--- config.mk ---
export PLATFORM = sky130hd
export DESIGN_NAME = serial_rx_fc
export DESIGN_NICKNAME = d
export VERILOG_FILES = /design/src/rtl/serial_rx_fc_pkg.sv /design/src/rtl/serial_rx_fc_edge.sv /design/src/rtl/serial_rx_fc_vote.sv /design/src/rtl/serial_rx_fc.sv
export SDC_FILE = /design/constraint.sdc
export NUM_CORES = 1
export LEC_CHECK = 0
export BUFFER_PORTS_ARGS = -buffer_cell sky130_fd_sc_hd__buf_2
export CAP_MARGIN = 20
export CORE_UTILIZATION = 61
export CTS_CLUSTER_SIZE = 10
export DETAILED_ROUTE_END_ITERATION = 10
export GPL_ROUTABILITY_DRIVEN = 1
export PLACE_DENSITY_LB_ADDON = 0.1
export SYNTH_ARGS = -nofsm -noshare
export SYNTH_HDL_FRONTEND = slang
export SYNTH_SLANG_ARGS = --single-unit
--- constraint.sdc ---
create_clock -name clk -period 2.9 [get_ports clk]
set_clock_uncertainty 0.1 [all_clocks]
set_input_delay 0.145 -clock clk [delete_from_list [all_inputs] [get_ports clk]]
set_output_delay 0.145 -clock clk [all_outputs]
set_load 0.02 [all_outputs]
--- src/rtl/serial_rx_fc_pkg.sv ---
package serial_rx_fc_pkg;

    typedef enum logic [2:0] {
        ST_IDLE  = 3'd0,
        ST_START = 3'd1,
        ST_DATA  = 3'd2,
        ST_NINTH = 3'd3,
        ST_STOP  = 3'd4
    } rx_state_e;

endpackage

--- src/rtl/serial_rx_fc_edge.sv ---
// Input synchroniser with falling-edge detection on the synchronised line.
module serial_rx_fc_edge #(
    parameter int STAGES = 2
) (
    input  logic clk,
    input  logic rst_n,
    input  logic line_in,
    output logic line_s,
    output logic fall
);
    logic [STAGES-1:0] sync_q;
    logic              prev_q;

    generate
        if (STAGES == 1) begin : g_one
            always_ff @(posedge clk or negedge rst_n) begin
                if (!rst_n) sync_q <= '1;
                else        sync_q <= line_in;
            end
        end else begin : g_many
            always_ff @(posedge clk or negedge rst_n) begin
                if (!rst_n) sync_q <= '1;
                else        sync_q <= {sync_q[STAGES-2:0], line_in};
            end
        end
    endgenerate

    always_ff @(posedge clk or negedge rst_n) begin
        if (!rst_n) prev_q <= 1'b1;
        else        prev_q <= sync_q[STAGES-1];
    end

    assign line_s = sync_q[STAGES-1];
    assign fall   = prev_q & ~sync_q[STAGES-1];
endmodule

--- src/rtl/serial_rx_fc_vote.sv ---
// Bit-period tick counter with three-sample majority vote around mid-bit.
module serial_rx_fc_vote #(
    parameter int OSR = 16
) (
    input  logic clk,
    input  logic rst_n,
    input  logic run,
    input  logic os_tick,
    input  logic line_s,
    output logic bit_ok,
    output logic bit_val,
    output logic bit_end
);
    localparam int CW     = $clog2(OSR);
    localparam int SMP_A  = OSR / 2 - 1;
    localparam int SMP_B  = OSR / 2;
    localparam int SMP_C  = OSR / 2 + 1;
    localparam int LAST_T = OSR - 1;

    logic [CW-1:0] cnt_q;
    logic          smp_a_q;
    logic          smp_b_q;
    logic          vote;

    assign vote = (smp_a_q & smp_b_q) | (smp_a_q & line_s) | (smp_b_q & line_s);

    always_ff @(posedge clk or negedge rst_n) begin
        if (!rst_n) begin
            cnt_q   <= '0;
            smp_a_q <= 1'b1;
            smp_b_q <= 1'b1;
            bit_ok  <= 1'b0;
            bit_val <= 1'b1;
            bit_end <= 1'b0;
        end else begin
            bit_ok  <= 1'b0;
            bit_end <= 1'b0;
            if (!run) begin
                cnt_q <= '0;
            end else if (os_tick) begin
                if (cnt_q == LAST_T[CW-1:0]) cnt_q <= '0;
                else                         cnt_q <= cnt_q + 1'b1;
                if (cnt_q == SMP_A[CW-1:0]) smp_a_q <= line_s;
                if (cnt_q == SMP_B[CW-1:0]) smp_b_q <= line_s;
                if (cnt_q == SMP_C[CW-1:0]) begin
                    bit_ok  <= 1'b1;
                    bit_val <= vote;
                end
                if (cnt_q == LAST_T[CW-1:0]) bit_end <= 1'b1;
            end
        end
    end
endmodule

--- src/rtl/serial_rx_fc.sv ---
module serial_rx_fc
    import serial_rx_fc_pkg::*;
#(
    parameter int DATA_W      = 8,
    parameter int OSR         = 16,
    parameter int SYNC_STAGES = 2
) (
    input  logic              clk,
    input  logic              rst_n,
    input  logic              rx_line,
    input  logic              os_tick,
    input  logic              nine_bit_mode,
    input  logic              rx_enable,
    input  logic              stop_chk_en,
    input  logic              clr_done,
    input  logic              clr_err,
    output logic [DATA_W-1:0] rx_data,
    output logic              rx_bit9,
    output logic              rx_done,
    output logic              frame_err
);
    localparam int IW       = (DATA_W > 1) ? $clog2(DATA_W) : 1;
    localparam int LAST_IDX = DATA_W - 1;

    rx_state_e         state_q, state_d;
    logic              line_s, fall;
    logic              bit_ok, bit_val, bit_end;
    logic              run;
    logic [IW-1:0]     idx_q;
    logic [DATA_W-1:0] shift_q;
    logic              ninth_q;
    logic              last_data;
    logic              idle_w;
    logic              set_done;
    logic [DATA_W-1:0] load_data;
    logic              load_bit9;
    logic              set_err;

    serial_rx_fc_edge #(.STAGES(SYNC_STAGES)) u_edge (
        .clk     (clk),
        .rst_n   (rst_n),
        .line_in (rx_line),
        .line_s  (line_s),
        .fall    (fall)
    );

    serial_rx_fc_vote #(.OSR(OSR)) u_vote (
        .clk     (clk),
        .rst_n   (rst_n),
        .run     (run),
        .os_tick (os_tick),
        .line_s  (line_s),
        .bit_ok  (bit_ok),
        .bit_val (bit_val),
        .bit_end (bit_end)
    );

    assign run       = (state_q != ST_IDLE) && rx_enable;
    assign last_data = (idx_q == LAST_IDX[IW-1:0]);
    assign idle_w    = (state_q == ST_IDLE);

    // State register
    always_ff @(posedge clk or negedge rst_n) begin
        if (!rst_n) state_q <= ST_IDLE;
        else        state_q <= state_d;
    end

    // Next-state logic
    always_comb begin
        state_d = state_q;
        unique case (state_q)
            ST_IDLE: begin
                if (rx_enable && fall) state_d = ST_START;
            end
            ST_START: begin
                if (bit_ok && bit_val) state_d = ST_IDLE;
                else if (bit_end)      state_d = ST_DATA;
            end
            ST_DATA: begin
                if (bit_end && last_data)
                    state_d = nine_bit_mode ? ST_NINTH : ST_STOP;
            end
            ST_NINTH: begin
                if (bit_end) state_d = ST_STOP;
            end
            ST_STOP: begin
                if (bit_ok) state_d = ST_IDLE;
            end
            default: state_d = ST_IDLE;
        endcase
        if (!rx_enable) state_d = ST_IDLE;
    end

    // Completion and error decisions
    always_comb begin
        set_done  = 1'b0;
        set_err   = 1'b0;
        load_data = shift_q;
        load_bit9 = 1'b0;
        if (rx_enable && bit_ok) begin
            unique case (state_q)
                ST_DATA: begin
                    if (last_data && !nine_bit_mode && !stop_chk_en) begin
                        set_done  = 1'b1;
                        load_data = {bit_val, shift_q[DATA_W-1:1]};
                    end
                end
                ST_NINTH: begin
                    if (!stop_chk_en) begin
                        set_done  = 1'b1;
                        load_bit9 = bit_val;
                    end
                end
                ST_STOP: begin
                    if (stop_chk_en) begin
                        set_done  = 1'b1;
                        load_bit9 = nine_bit_mode & ninth_q;
                        set_err   = ~bit_val;
                    end
                end
                default: ;
            endcase
        end
    end

    // Registered outputs and datapath
    always_ff @(posedge clk or negedge rst_n) begin
        if (!rst_n) begin
            idx_q     <= '0;
            shift_q   <= '0;
            ninth_q   <= 1'b0;
            rx_data   <= '0;
            rx_bit9   <= 1'b0;
            rx_done   <= 1'b0;
            frame_err <= 1'b0;
        end else begin
            unique case (state_q)
                ST_IDLE: idx_q <= '0;
                ST_DATA: begin
                    if (bit_ok)  shift_q <= {bit_val, shift_q[DATA_W-1:1]};
                    if (bit_end) idx_q   <= idx_q + 1'b1;
                end
                ST_NINTH: begin
                    if (bit_ok) ninth_q <= bit_val;
                end
                default: ;
            endcase

            if (set_done) begin
                rx_data <= load_data;
                rx_bit9 <= load_bit9;
                rx_done <= 1'b1;
            end else if (clr_done) begin
                rx_done <= 1'b0;
            end

            if (set_err)      frame_err <= 1'b1;
            else if (clr_err) frame_err <= 1'b0;
        end
    end
endmodule

==> impl_metrics.tcl <==
set metrics [dict create \
    portBuffers 19 \
    worstSetupStartpointType "flop" \
    synth_area_leaders "dfrtp_1 44%, mux2_2 18%, dfstp_2 8.7%, ha_1 3.4%, nand2_1 2.1%" \
    grt_max_degree 39 \
    switchingPower_mw 0.199 \
    pre_cts_ws_ns 0.699 \
    htreeDepth 2 \
    r2r_start "idx_q[0]" \
    cp_num_buf_inv 0 \
    die_y_um 56.6 \
    antenna_found_initial 0 \
    drt-initial-drc-count 21 \
    powerDensity_nw_per_um2 499 \
    p_clk_share_pct 44.8 \
    synth_xor_area_share_pct 0.481 \
    p_int_mw 0.841 \
    synth_cells 148 \
    rsz0062_at_grt "false" \
    boundaryPins 20 \
    synthAdderAreaFrac_pct 3.99 \
    syn_nets 162 \
    hp-start "rx_enable" \
    drt.antenna.violating_nets 0 \
    ys_seq_elements 38 \
    crit_fanout 10 \
    yosysMostFrequentCell "dfrtp_1" \
    clk_path_buf_depth 2 \
    synth_compound_area_share_pct 7.98 \
    hp-class "input pin to flop" \
    synth_top_family_by_area "multiplexers" \
    synth_simple_gate_area_share_pct 13.5 \
    finalSetupViolCount 0 \
    post-route-period-util_pct 75.2 \
    cp.arrival_ns 2.32 \
    die_w_um 56.6 \
    crit_chain "ha_1 -> ha_1 -> nor2b_1 -> o21ai_0 -> a21oi_4 -> mux2_2" \
    synthTopCellsByCount "32 x dfrtp_1, 29 x mux2_2, 10 x nand2_1" \
    grt_pass1_vias 1150 \
    wl_per_cell_um 15.6 \
    yosys_warnings 0 \
    cp.required_ns 3.04 \
    seq_area_frac_synth_pct 52.7 \
    syn_to_final_growth_pct 14.6 \
    wirelength_um 3200 \
    synth_edf_count 0 \
    avgSynthCellArea_um2 12.3 \
    drc 0 \
    outcome "completed" \
    dieArea_um2 3200 \
    pwr-share-comb_pct 3.4 \
    numCtsBuffers 5 \
    grt_usage_pct 22.9 \
    post-cts-setup-buffers 0 \
    diodes 0 \
    final_nets 188 \
    path_common_cell "ha_1" \
    slowest_delay_ns 0.41 \
    ys.flop_type "dfrtp_1" \
    placed_area_um2 1930 \
    cts_hold_buffers 4 \
    netlist_area_um2 1820 \
    worstMarginPinSlew_ns 0.837 \
    p_sw_share_pct 19.2 \
    drv_slew 0 \
    ctsResizeCount 0 \
    cts_num_sinks 38 \
    finalSetupTns_ns 0 \
    clk_pin_slew_ns 0.12 \
    grt_pass1_wl_um 5490 \
    vias_per_cell 5.91 \
    post-route-util_pct 74.9 \
    synthMuxAreaShare_pct 19.1 \
    yosysTopAreaCell "dfrtp_1" \
    drive_gt1_share_pct 38.3 \
    async_reset_ff_share_pct 100 \
    finalHoldViolCount 0 \
    core_area_um2 2780 \
    setup_slack_ns 0.719 \
    netlist.area_leader.share_pct 44.0 \
    cp-startpoint "idx_q[0]" \
    cts_tree "done" \
    first_pass_iters 4 \
    place_hpwl_um 2120 \
    synth.distinct_cells 39 \
    period_minus_slack_ns 2.18 \
    maxCapViolCount 0 \
    slew_headroom_pct 44.2 \
    grt_overflow 0 \
    rows 19 \
    p_leak_nw 1.00 \
    whs_ns 0.0316 \
    final_area_um2 2080 \
    p_seq_share_pct 51.9 \
    crit_family "compound AO/OA/AOI/OAI gates" \
    critPathKind "flop to flop" \
    crit_slowest_cell "dfrtp_1" \
    end_kind "flop" \
    ctsRootBufferMaster "clkbuf_4" \
    clkLatencyLatePin_ns 0.34 \
    ir_drop_mv 0.508 \
    fmax_ghz 0.459 \
    gp_congestion 0.832 \
    start_util_pct 65.4 \
    dr_total_vias 1218 \
]
## worst paths after layout
kind                                     to  slack [ns]  cells past startpoint
setup / recovery                 rx_data[5]        0.72                      6
hold / removal               u_vote.bit_end        0.03                      3
setup reg to reg                 rx_data[5]        0.72                      6
hold reg to reg            u_edge.sync_q[1]        0.28                      0
max in group asynchronous   u_vote.cnt_q[0]        1.84                      2
min in group asynchronous        rx_data[0]        0.33                      2
## logic make-up after synthesis
| family | after synthesis |
|---|---|
| AND/OR/NAND/NOR | 41 |
| flip-flops | 38 |
| multiplexers | 31 |
| AO/OA/AOI/OAI | 21 |
| buffers and inverters | 10 |
| adder cells (fa/ha/maj) | 6 |
| XOR/XNOR | 1 |
## per-layer routing
layer,vias to the layer above,GRT usage [%],share of wire (%)
li1,585,-,-
met1,599,31.7,45
met2,28,33.8,49
met3,6,7.14,4.3
met4,0,9.41,1.5
met5,-,0,0
## worst min-delay path, cell delays in order
cell	delay [ns]
buf_2	0.13
o311ai_1	0.11
nor2_1	0.06
## cell type report
| type | instances | area, um2 |
|---|---|---|
| clock buffer | 6 | 51.3 |
| sequential | 38 | 958 |
| inverter | 6 | 22.5 |
| tap | 31 | 38.8 |
| timing repair buffer | 23 | 135 |
| clock inverter | 2 | 60.1 |
| multi-input combinational | 100 | 818 |
| fill | 195 | 697 |
## cell usage in the layout (no fill, tap or decap), types with 2 or more instances in the layout
master / Yosys / layout
dfrtp_1: 32 / 32
mux2_2: 29 / 29
buf_2: 1 / 19
nand2_1: 10 / 10
o21ai_0: 7 / 7
inv_1: 6 / 6
nand3_1: 6 / 6
dfstp_2: 6 / 6
nor2_1: 5 / 5
ha_1: 5 / 5
clkbuf_4: 0 / 5
nor3b_1: 4 / 4
a21oi_1: 4 / 4
dlygate4sd3_1: 0 / 4
a22o_1: 3 / 3
and2b_1: 2 / 2
mux2i_1: 2 / 2
nand4b_1: 2 / 2
bufinv_16: 0 / 2
## through the flow
stage,power (mW),cells
floorplan,0.561,148
global placement,0.579,194
detailed placement,0.581,194
CTS,1.05,206
global route,1.08,206
finish,1.04,206
## power groups by stage
stage	combinational, mW	clock [mW]	sequential [mW]
finish	0.0349	0.466	0.540
global route	0.0401	0.497	0.541
CTS	0.0354	0.474	0.540
detailed placement	0.0312	0	0.550
global placement	0.0302	0	0.549
floorplan	0.0140	0	0.547
## sequential cells by signal (all words and copies together) (netlist names), 2 cells and up
register	cells
idx_q	3
state_q	3
rx_data	8
u_edge.sync_q	2
u_vote.cnt_q	4
shift_q	8
Note: power is estimated with default switching activity, not from simulation.
